## config.mk

```make
export PLATFORM = sky130hd
export DESIGN_NAME = svc_slave_decoder
export DESIGN_NICKNAME = d
export VERILOG_FILES = /design/src/rtl/svc_dec_pkg.sv /design/src/rtl/svc_region_decode.sv /design/src/rtl/svc_cfg_table.sv /design/src/rtl/svc_break_det.sv /design/src/rtl/svc_scratch.sv /design/src/rtl/svc_slave_decoder.sv
export SDC_FILE = /design/constraint.sdc
export NUM_CORES = 1
export LEC_CHECK = 0
export CORE_MARGIN = 4
export CORE_UTILIZATION = 55
export DETAILED_ROUTE_END_ITERATION = 16
export DONT_BUFFER_PORTS = 1
export PLACE_DENSITY = 0.79
export SLEW_MARGIN = 0
export SYNTH_ARGS = -nofsm -noshare
export SYNTH_HDL_FRONTEND = slang
export SYNTH_SLANG_ARGS = --single-unit
```

## constraint.sdc

```tcl
create_clock -name clk -period 8.06 [get_ports clk]
set_input_delay 0 -clock clk [delete_from_list [all_inputs] [get_ports clk]]
set_output_delay 0 -clock clk [all_outputs]
set_load 0.1 [all_outputs]
```

## src/rtl/svc_dec_pkg.sv

```systemverilog
package svc_dec_pkg;

    localparam int unsigned WORD_W = 32;

    localparam logic [WORD_W-1:0] CHIP_ID_WORD = 32'hC002_2D15;
    localparam logic [WORD_W-1:0] BREAK_WORD   = 32'hC0DE_0000;
    localparam logic [WORD_W-1:0] DESC_MORE    = 32'h8000_0000;
    localparam logic [WORD_W-1:0] DESC_SLOTS   = 32'h0001_0000;

    typedef enum logic [3:0] {
        ENG_PEEK    = 4'd2,
        ENG_LINK    = 4'd3,
        ENG_SCRATCH = 4'd6
    } eng_kind_e;

    typedef struct packed {
        logic [15:0] version;
        eng_kind_e   kind;
        logic [3:0]  chk;
    } eng_desc_t;

    typedef enum logic [1:0] {
        RG_NONE = 2'd0,
        RG_CFG  = 2'd1,
        RG_CTL  = 2'd2,
        RG_LBUS = 2'd3
    } region_e;

    typedef struct packed {
        logic              write;
        logic [WORD_W-1:0] wdata;
    } xfer_t;

    localparam int unsigned NUM_ENG = 3;

    function automatic eng_desc_t eng_entry(input int unsigned i);
        eng_desc_t d;
        case (i)
            0:       d = '{version: 16'h1000, kind: ENG_PEEK,    chk: 4'hC};
            1:       d = '{version: 16'h5000, kind: ENG_LINK,    chk: 4'hA};
            default: d = '{version: 16'h1000, kind: ENG_SCRATCH, chk: 4'h7};
        endcase
        return d;
    endfunction

    function automatic logic [WORD_W-1:0] pack_desc(input eng_desc_t d);
        return DESC_MORE | DESC_SLOTS | {16'b0, d.version}
             | {24'b0, d.kind, 4'b0} | {28'b0, d.chk};
    endfunction

endpackage

```

## src/rtl/svc_region_decode.sv

```systemverilog
module svc_region_decode
    import svc_dec_pkg::*;
#(
    parameter int unsigned ADDR_W   = 21,
    parameter int unsigned CFG_SPAN = 32'h400,
    parameter int unsigned CTL_BASE = 32'h800,
    parameter int unsigned CTL_SPAN = 32'h400,
    parameter int unsigned LB_BASE  = 32'hC00
) (
    input  logic [ADDR_W-1:0] addr,
    output region_e           region,
    output logic [ADDR_W-1:0] offset
);
    localparam logic [ADDR_W-1:0] CFG_END = ADDR_W'(CFG_SPAN);
    localparam logic [ADDR_W-1:0] CTL_LO  = ADDR_W'(CTL_BASE);
    localparam logic [ADDR_W-1:0] CTL_HI  = ADDR_W'(CTL_BASE + CTL_SPAN);
    localparam logic [ADDR_W-1:0] LB_LO   = ADDR_W'(LB_BASE);

    always_comb begin
        region = RG_NONE;
        offset = addr;
        if (addr[1:0] != 2'b00) begin
            region = RG_NONE;
        end else if (addr < CFG_END) begin
            region = RG_CFG;
        end else if (addr >= CTL_LO && addr < CTL_HI) begin
            region = RG_CTL;
            offset = addr - CTL_LO;
        end else if (addr >= LB_LO) begin
            region = RG_LBUS;
            offset = addr - LB_LO;
        end
    end
endmodule

```

## src/rtl/svc_cfg_table.sv

```systemverilog
module svc_cfg_table
    import svc_dec_pkg::*;
#(
    parameter int unsigned IDX_W = 8,
    parameter int unsigned N_ENG = NUM_ENG
) (
    input  logic [IDX_W-1:0]  word_idx,
    output logic [WORD_W-1:0] rdata
);
    logic [WORD_W-1:0] desc_words [N_ENG];

    for (genvar g = 0; g < N_ENG; g++) begin : g_desc
        assign desc_words[g] = pack_desc(eng_entry(g));
    end

    always_comb begin
        rdata = '0;
        if (word_idx == '0) begin
            rdata = CHIP_ID_WORD;
        end
        for (int i = 0; i < N_ENG; i++) begin
            if (word_idx == IDX_W'(i + 1)) begin
                rdata = desc_words[i];
            end
        end
    end
endmodule

```

## src/rtl/svc_break_det.sv

```systemverilog
module svc_break_det
    import svc_dec_pkg::*;
#(
    parameter int unsigned IDX_W        = 8,
    parameter int unsigned N_BREAK_WORD = 2
) (
    input  logic              clk,
    input  logic              rst,
    input  logic              wr_hit,
    input  logic [IDX_W-1:0]  word_idx,
    input  logic [WORD_W-1:0] wdata,
    output logic              pulse
);
    logic fire;

    assign fire = wr_hit && (word_idx < IDX_W'(N_BREAK_WORD)) && (wdata == BREAK_WORD);

    always_ff @(posedge clk) begin
        if (rst) begin
            pulse <= 1'b0;
        end else begin
            pulse <= fire;
        end
    end
endmodule

```

## src/rtl/svc_scratch.sv

```systemverilog
module svc_scratch
    import svc_dec_pkg::*;
#(
    parameter int unsigned N_REGS = 1,
    parameter int unsigned IDX_W  = 19
) (
    input  logic              clk,
    input  logic              rst,
    input  logic              clr,
    input  logic              we,
    input  logic [IDX_W-1:0]  idx,
    input  logic [WORD_W-1:0] wdata,
    output logic              sel,
    output logic [WORD_W-1:0] rdata
);
    logic [WORD_W-1:0] regs [N_REGS];

    assign sel = idx < IDX_W'(N_REGS);

    for (genvar g = 0; g < N_REGS; g++) begin : g_reg
        always_ff @(posedge clk) begin
            if (rst || clr) begin
                regs[g] <= '0;
            end else if (we && idx == IDX_W'(g)) begin
                regs[g] <= wdata;
            end
        end
    end

    always_comb begin
        rdata = '0;
        for (int i = 0; i < N_REGS; i++) begin
            if (idx == IDX_W'(i)) begin
                rdata = regs[i];
            end
        end
    end
endmodule

```

## src/rtl/svc_slave_decoder.sv

```systemverilog
module svc_slave_decoder
    import svc_dec_pkg::*;
#(
    parameter int unsigned ADDR_W   = 21,
    parameter int unsigned CFG_SPAN = 32'h400,
    parameter int unsigned CTL_BASE = 32'h800,
    parameter int unsigned CTL_SPAN = 32'h400,
    parameter int unsigned LB_BASE  = 32'hC00,
    parameter int unsigned N_SCR    = 1,
    parameter int unsigned CTL_AW   = $clog2(CTL_SPAN)
) (
    input  logic              clk,
    input  logic              rst,
    input  logic              req_valid,
    output logic              req_ready,
    input  logic              req_write,
    input  logic [ADDR_W-1:0] req_addr,
    input  logic [31:0]       req_wdata,
    output logic              rsp_valid,
    output logic [31:0]       rsp_rdata,
    output logic              ctl_valid,
    output logic              ctl_write,
    output logic [CTL_AW-1:0] ctl_addr,
    output logic [31:0]       ctl_wdata,
    input  logic [31:0]       ctl_rdata,
    output logic              lbus_rst
);
    localparam int unsigned CFG_IW = $clog2(CFG_SPAN / 4);
    localparam int unsigned LB_IW  = ADDR_W - 2;

    region_e           region;
    logic [ADDR_W-1:0] offset;
    logic              accept;
    xfer_t             xf;
    logic [WORD_W-1:0] cfg_rdata;
    logic [WORD_W-1:0] scr_rdata;
    logic              scr_sel;
    logic              scr_we;
    logic              cfg_wr;
    logic [WORD_W-1:0] rd_mux;

    assign req_ready = ~rst;
    assign accept    = req_valid && req_ready;
    assign xf        = '{write: req_write, wdata: req_wdata};

    svc_region_decode #(
        .ADDR_W  (ADDR_W),
        .CFG_SPAN(CFG_SPAN),
        .CTL_BASE(CTL_BASE),
        .CTL_SPAN(CTL_SPAN),
        .LB_BASE (LB_BASE)
    ) u_dec (
        .addr  (req_addr),
        .region(region),
        .offset(offset)
    );

    svc_cfg_table #(
        .IDX_W(CFG_IW)
    ) u_cfg (
        .word_idx(offset[CFG_IW+1:2]),
        .rdata   (cfg_rdata)
    );

    assign cfg_wr = accept && xf.write && region == RG_CFG;

    svc_break_det #(
        .IDX_W(CFG_IW)
    ) u_brk (
        .clk     (clk),
        .rst     (rst),
        .wr_hit  (cfg_wr),
        .word_idx(offset[CFG_IW+1:2]),
        .wdata   (xf.wdata),
        .pulse   (lbus_rst)
    );

    assign scr_we = accept && xf.write && region == RG_LBUS && scr_sel;

    svc_scratch #(
        .N_REGS(N_SCR),
        .IDX_W (LB_IW)
    ) u_scr (
        .clk  (clk),
        .rst  (rst),
        .clr  (lbus_rst),
        .we   (scr_we),
        .idx  (offset[ADDR_W-1:2]),
        .wdata(xf.wdata),
        .sel  (scr_sel),
        .rdata(scr_rdata)
    );

    assign ctl_valid = accept && region == RG_CTL;
    assign ctl_write = xf.write;
    assign ctl_addr  = offset[CTL_AW-1:0];
    assign ctl_wdata = xf.wdata;

    always_comb begin
        case (region)
            RG_CFG:  rd_mux = cfg_rdata;
            RG_CTL:  rd_mux = ctl_rdata;
            RG_LBUS: rd_mux = scr_sel ? scr_rdata : '0;
            default: rd_mux = '0;
        endcase
    end

    always_ff @(posedge clk) begin
        if (rst) begin
            rsp_valid <= 1'b0;
            rsp_rdata <= '0;
        end else begin
            rsp_valid <= accept;
            rsp_rdata <= (accept && !xf.write) ? rd_mux : '0;
        end
    end
endmodule

```

==> reports/results.ini, run 1 <==
[cts]
clk_pin_slew_ps=70
clock_path_buffers=2
cts_tree=done
numCtsBuffers=9
clk_latency_ps=350
cts.sinks=66
ctsRootBufferMaster=clkbuf_8
htreeDepth=3

[synth]
synth_cells=408
synth.top_cell.area_share=0.260
synthTopCellsByCount=nor2_1, buf_4, nand3_1
synth_area_mm2=0.00370
yosys_warnings=0
synth-edff-count=32
synth_most_common_cell=nor2_1
syn_area_per_cell_um2=9.07
ys_top_cells_by_area=edfxtp_1, dfxtp_1, buf_4
ys_seq_area_frac=0.444
synth_seq_cells=66
synth_nets=502
yosys.area.top_type=edfxtp_1
ys_async_sr_fraction=0
synthFlopType=dfxtp_1
ys_types=51

[power_and_ir_drop]
pwr_density_cell_mw_per_mm2=175
seqPwrFrac=0.495
combPwrFrac=0.096
p_switching_mw=0.192
power_mw=0.753
vdd_drop_max_mv=0.118
p_clk_frac=0.409
power.internal_mw=0.561
swShare=0.255
leakagePower_nw=1.36

[critical_path]
arrival_ps=3660
required_ps=8030
setup.worst_path.end_class=register
rr_worst_depth=2
critical_path_class=in2reg
worstPathMaxFanout=41
critPathLaunchType=input port

[global_routing]
grt_pass1_wl_um=16600
grt_util_all_layers=0.255
grt_pass1_vias=3206
antenna_found_initial=0
grt_max_degree=42
overflow=0

[detailed_routing]
via_per_inst=6.52
drt-wirelength-per-cell_um=21.3
route.detailed.drc=0
final_antenna_net_count=0
drtIter0Drc=241
drt-total-wl_um=10700
drt_pass1_iterations=5
num_vias=3265

[floorplan]
rows=29
die_w_um=90.0
io_pins=168
die_h_um=90.0
core_area_mm2=0.00642
die-area_mm2=0.00810
start_util=0.576

[min_path]
whs_path_depth=0
hold_class=in2out

[run_status]
status=complete, no violations

[sta]
tightest_slew_ps=1260
fin_crit_ps=3690
period_share=0.457
setup-violations-final=0
clock_skew_ps=4.95
rsz0062_at_grt=no
setup_ws_ps=4370
hold_ws_ps=0.0391
setup_tns_ps=0
maxSlewHeadroom=0.153
fmax_ghz=0.271
drv_slew=0
hold_viol_final=0

[cells_and_area]
drive_above_1_share=0.0684
fill_cells=491
finalInstanceArea_mm2=0.00430
regArea_mm2=0.00164
multi_input_area_mm2=0.00158
area_growth_pct=16.1
antenna_cells=0
num-nets-final=513

[placed_design]
placement.io_buffers=0
post_dp_cell_area_mm2=0.00336
place_congestion=0.863
dp_slack_ps=4150
hpwl_um=6880

[job]
drv_cap=0

==> repair_timing <==
item | 4_1_cts | 5_1_grt
buffers inserted | 0 | 0
endpoints found under the hold margin | 66 | 0
gates resized for setup | 0 | 0
hold buffers | 71 | 0
==> cell usage in the layout (no fill, tap or decap), types with 3 or more instances in the layout <==
cell and instances:
a32oi_1 3, nor3_1 15, a32o_1 15, nor4_1 9, nand4_1 5, and2_1 3, o31ai_1 3, clkbuf_8 9
dfxtp_1 34, inv_1 8, and3_1 4, or4_1 4, nand4b_1 3, or3_1 3, nor2b_1 3, o21ai_0 7
a22oi_1 4, edfxtp_1 32, nor2_1 44, dlygate4sd3_1 71, o21ai_1 3, nand2_1 30, nand3_1 38, ha_1 5
a21oi_1 14, o22ai_1 8, a31o_1 9
==> through the flow <==
stage	utilization	std cells
finish	0.669	501
global route	0.669	501
CTS	0.669	501
detailed placement	0.524	414
global placement	0.524	414
floorplan	-	408
==> power by group through the flow <==
stage	Clock [mW]	Combinational, mW	Sequential, mW
2_1_floorplan	0	0.138	0.379
3_3_place_gp	0	0.0429	0.380
3_5_place_dp	0	0.0428	0.380
4_1_cts	0.311	0.0714	0.372
5_1_grt	0.326	0.0778	0.373
6_report	0.308	0.0723	0.372
==> registers in the layout (all words and copies together) (netlist names) <==
register / cells
rsp_rdata: 32
u_scr.regs: 32
rsp_valid: 1
u_brk.pulse: 1
==> worst paths after layout <==
path,startpoint,to,slack [ps]
setup / recovery,req_addr[4],u_scr.regs[0][27]$_SDFFCE_PN0P_,4370
hold / removal,req_wdata[8],ctl_wdata[8],0.04
setup reg to reg,u_brk.pulse$_SDFF_PP0_,u_scr.regs[0][27]$_SDFFCE_PN0P_,6160
hold reg to reg,u_scr.regs[0][30]$_SDFFCE_PN0P_,rsp_rdata[30]$_SDFF_PP0_,480
==> cells by family after synthesis <==
group,synth area share
AOI/OAI and AO/OA,0.168
DFF,0.444
muxes,0.00271
buffers and inverters,0.134
xor gates and xnor gates,0.00237
and+or+nand+nor,0.232
adders and majority gates,0.0169
==> metal layers <==
metal  share of wire  global-route usage  wire length, um  vias up
met2            0.49               0.433             5280      221
met5               0                   0                0        -
met4           0.021              0.0893              225        0
met1            0.40               0.315             4260     1535
li1                -                   -                -     1488
met3           0.087              0.0643              927       21
==> cell type report <==
type / count / share of cell area
clock inverters: 6 / 0.0166
repair buffers: 73 / 0.169
clock buffers: 10 / 0.0347
inverters: 8 / 0.00699
well taps: 77 / 0.0224
multi-input cells: 261 / 0.368
flip-flops and latches: 66 / 0.382
==> worst max-delay path, stage by stage <==
cell      delay [ps]
nor4_1           420
nand4_1          310
o31ai_1          590
and2_1           220
o21ai_1           80
a221oi_2         230
nand3_2          690
o21ai_4         1110
No activity file was read; power rests on OpenSTA's default activity.
==> run 2: changes to the inputs <==
- clock period: 8.06 -> 3.46 ns (I/O delays scaled with it)
==> run 2 against run 1 <==
  * Final cell count up 2.0%
  * Core utilization rose by 1.2 points
  * Sequential share of layout area fell by 0.66 points
  * Clock-buffer cell count grew 1
  * Worst setup slack got worse by 3600 ps
  * First-iteration DRC count fell by 0.83%
  * Highest routed layer unchanged
  * Non-clock buffer count rose by 9
  * Global-route usage increased by 0.96 points
  * Sequential power is 130% higher
  * Largest cell class unchanged
==> reports/results.ini, run 2 (same netlist as run 1, synthesis figures left out) <==
[run_status]
status=complete, no violations

[sta]
hold_viol_final=0
fin_crit_ps=2650
fmax_ghz=0.378
rsz0062_at_grt=no
tightest_slew_ps=983
period_share=0.765
drv_slew=0
maxSlewHeadroom=0.344
clock_skew_ps=8.14
setup-violations-final=0
setup_tns_ps=0
setup_ws_ps=814

[cts]
numCtsBuffers=9
htreeDepth=3
cts.sinks=66
clk_latency_ps=340
post_cts_resized=0
clk_pin_slew_ps=80
clock_path_buffers=2
cts_tree=done
ctsRootBufferMaster=clkbuf_8

[cells_and_area]
final_cell_mix=dlygate4sd3_1, nor2_1, nand3_1, dfxtp_1, edfxtp_1
drive_above_1_share=0.0831
layout_commonest_cell=dlygate4sd3_1
num-nets-final=522
area_growth_pct=18.1
final_util=0.680
reg_top3=rsp_rdata: 32 flops, u_scr.regs: 32 flops

[global_routing]
met1_usage=0.321
grt_max_degree=41
overflow=0
antenna_found_initial=0
grt_util_all_layers=0.265
grt_pass1_vias=3300
global_route.usage.met2=0.449
grt.met3_usage=0.0801
top_usage_layer=met2
grt_pass1_wl_um=17200

[critical_path]
critical_path_class=in2reg
r2r-start=u_brk.pulse$_SDFF_PP0_
crit_end=rsp_rdata[2]$_SDFF_PP0_
arrival_ps=2900
startpoint=req_addr[4]
r2r-end=u_scr.regs[0][27]$_SDFFCE_PN0P_
worstPathMaxFanout=17
required_ps=3720
setup.worst_path.end_class=register
rrSetupSlack_ps=1690
rr_worst_depth=5
critPathLaunchType=input port

[detailed_routing]
drt-total-wl_um=10800
num_vias=3292
route.detailed.drc=0
drt_pass1_iterations=5
drtIter0Drc=239
via_per_inst=6.44
final_antenna_net_count=0
drt-wirelength-per-cell_um=21.2

[floorplan]
core_area_mm2=0.00642
die_w_um=90.0
die-area_mm2=0.00810
die_h_um=90.0
rows=29
start_util=0.576
io_pins=168

[job]
drv_cap=0

[min_path]
hold_class=in2out

[placed_design]
placement.io_buffers=0
dp_slack_ps=701
place_congestion=0.930
hpwl_um=6840

[power_and_ir_drop]
power_mw=1.76
leakagePower_nw=1.41
pwr_density_cell_mw_per_mm2=403
vdd_drop_max_mv=0.264

==> run 2: cell count changes in the layout (fill, tap and decap cells not counted), sizes merged <==
cell,change
clkbuf,+1
clkinvlp,-1
dlygate4sd3,+2
diode,+1
buf,+7
==> run 2: power breakdown <==
part | switching [mW] | leakage (nW) | internal [mW]
combinational | 0.0863 | 0.718 | 0.0856
clock | 0.325 | 0.115 | 0.399
sequential | 0.0294 | 0.578 | 0.838
==> run 2: critical path, stage by stage <==
cell,delay (ps)
nor4_1,430
nand4_1,300
nor3_1,320
o21a_1,290
and2_1,590
a22oi_1,200
dlygate4sd3_1,600
o22ai_1,150
==> run 2: cell type report <==
class	count	area (um2)
fill	491	2050
antenna	1	2.50
sequential	66	1640
clock inverter	5	57.6
clock buffer	11	163
timing repair buffer	82	798
inverter	8	30.0
tap	77	96.3
multi-input combinational	261	1580
==> run 2: worst min-delay path by stage <==
| stage | from | end | slack [ps] | depth (start not counted) |
|---|---|---|---|---|
| floorplan | rst | rsp_valid$_SDFF_PP0_ | 100 | 1 |
| global placement | req_wdata[20] | ctl_wdata[20] | 0.7 | 0 |
| detailed placement | req_wdata[20] | ctl_wdata[20] | 0.7 | 0 |
| CTS | req_wdata[20] | ctl_wdata[20] | 0.7 | 0 |
| global route | req_wdata[7] | ctl_wdata[7] | 0.09 | 0 |
| finish | req_wdata[31] | ctl_wdata[31] | 0.04 | 0 |
==> run 2: through the flow <==
step	std cells	instance area (um2)	hold slack, ps
floorplan	408	3710	105
global placement	421	3420	0.710
detailed placement	421	3420	0.713
CTS	510	4370	0.711
global route	510	4370	0.0929
finish	511	4370	0.0446
==> run 2: metal layers <==
| layer | vias to the layer above | share of wire | wire (um) |
|---|---|---|---|
| li1 | 1501 | - | - |
| met1 | 1519 | 0.38 | 4110 |
| met2 | 247 | 0.50 | 5400 |
| met3 | 25 | 0.10 | 1110 |
| met4 | 0 | 0.017 | 187 |
| met5 | - | 0 | 0 |
==> run 2: what timing repair did <==
item,CTS,global route
setup endpoints to repair,0,0
buffers inserted,0,0
hold buffers,73,0
hold endpoints to repair,66,0
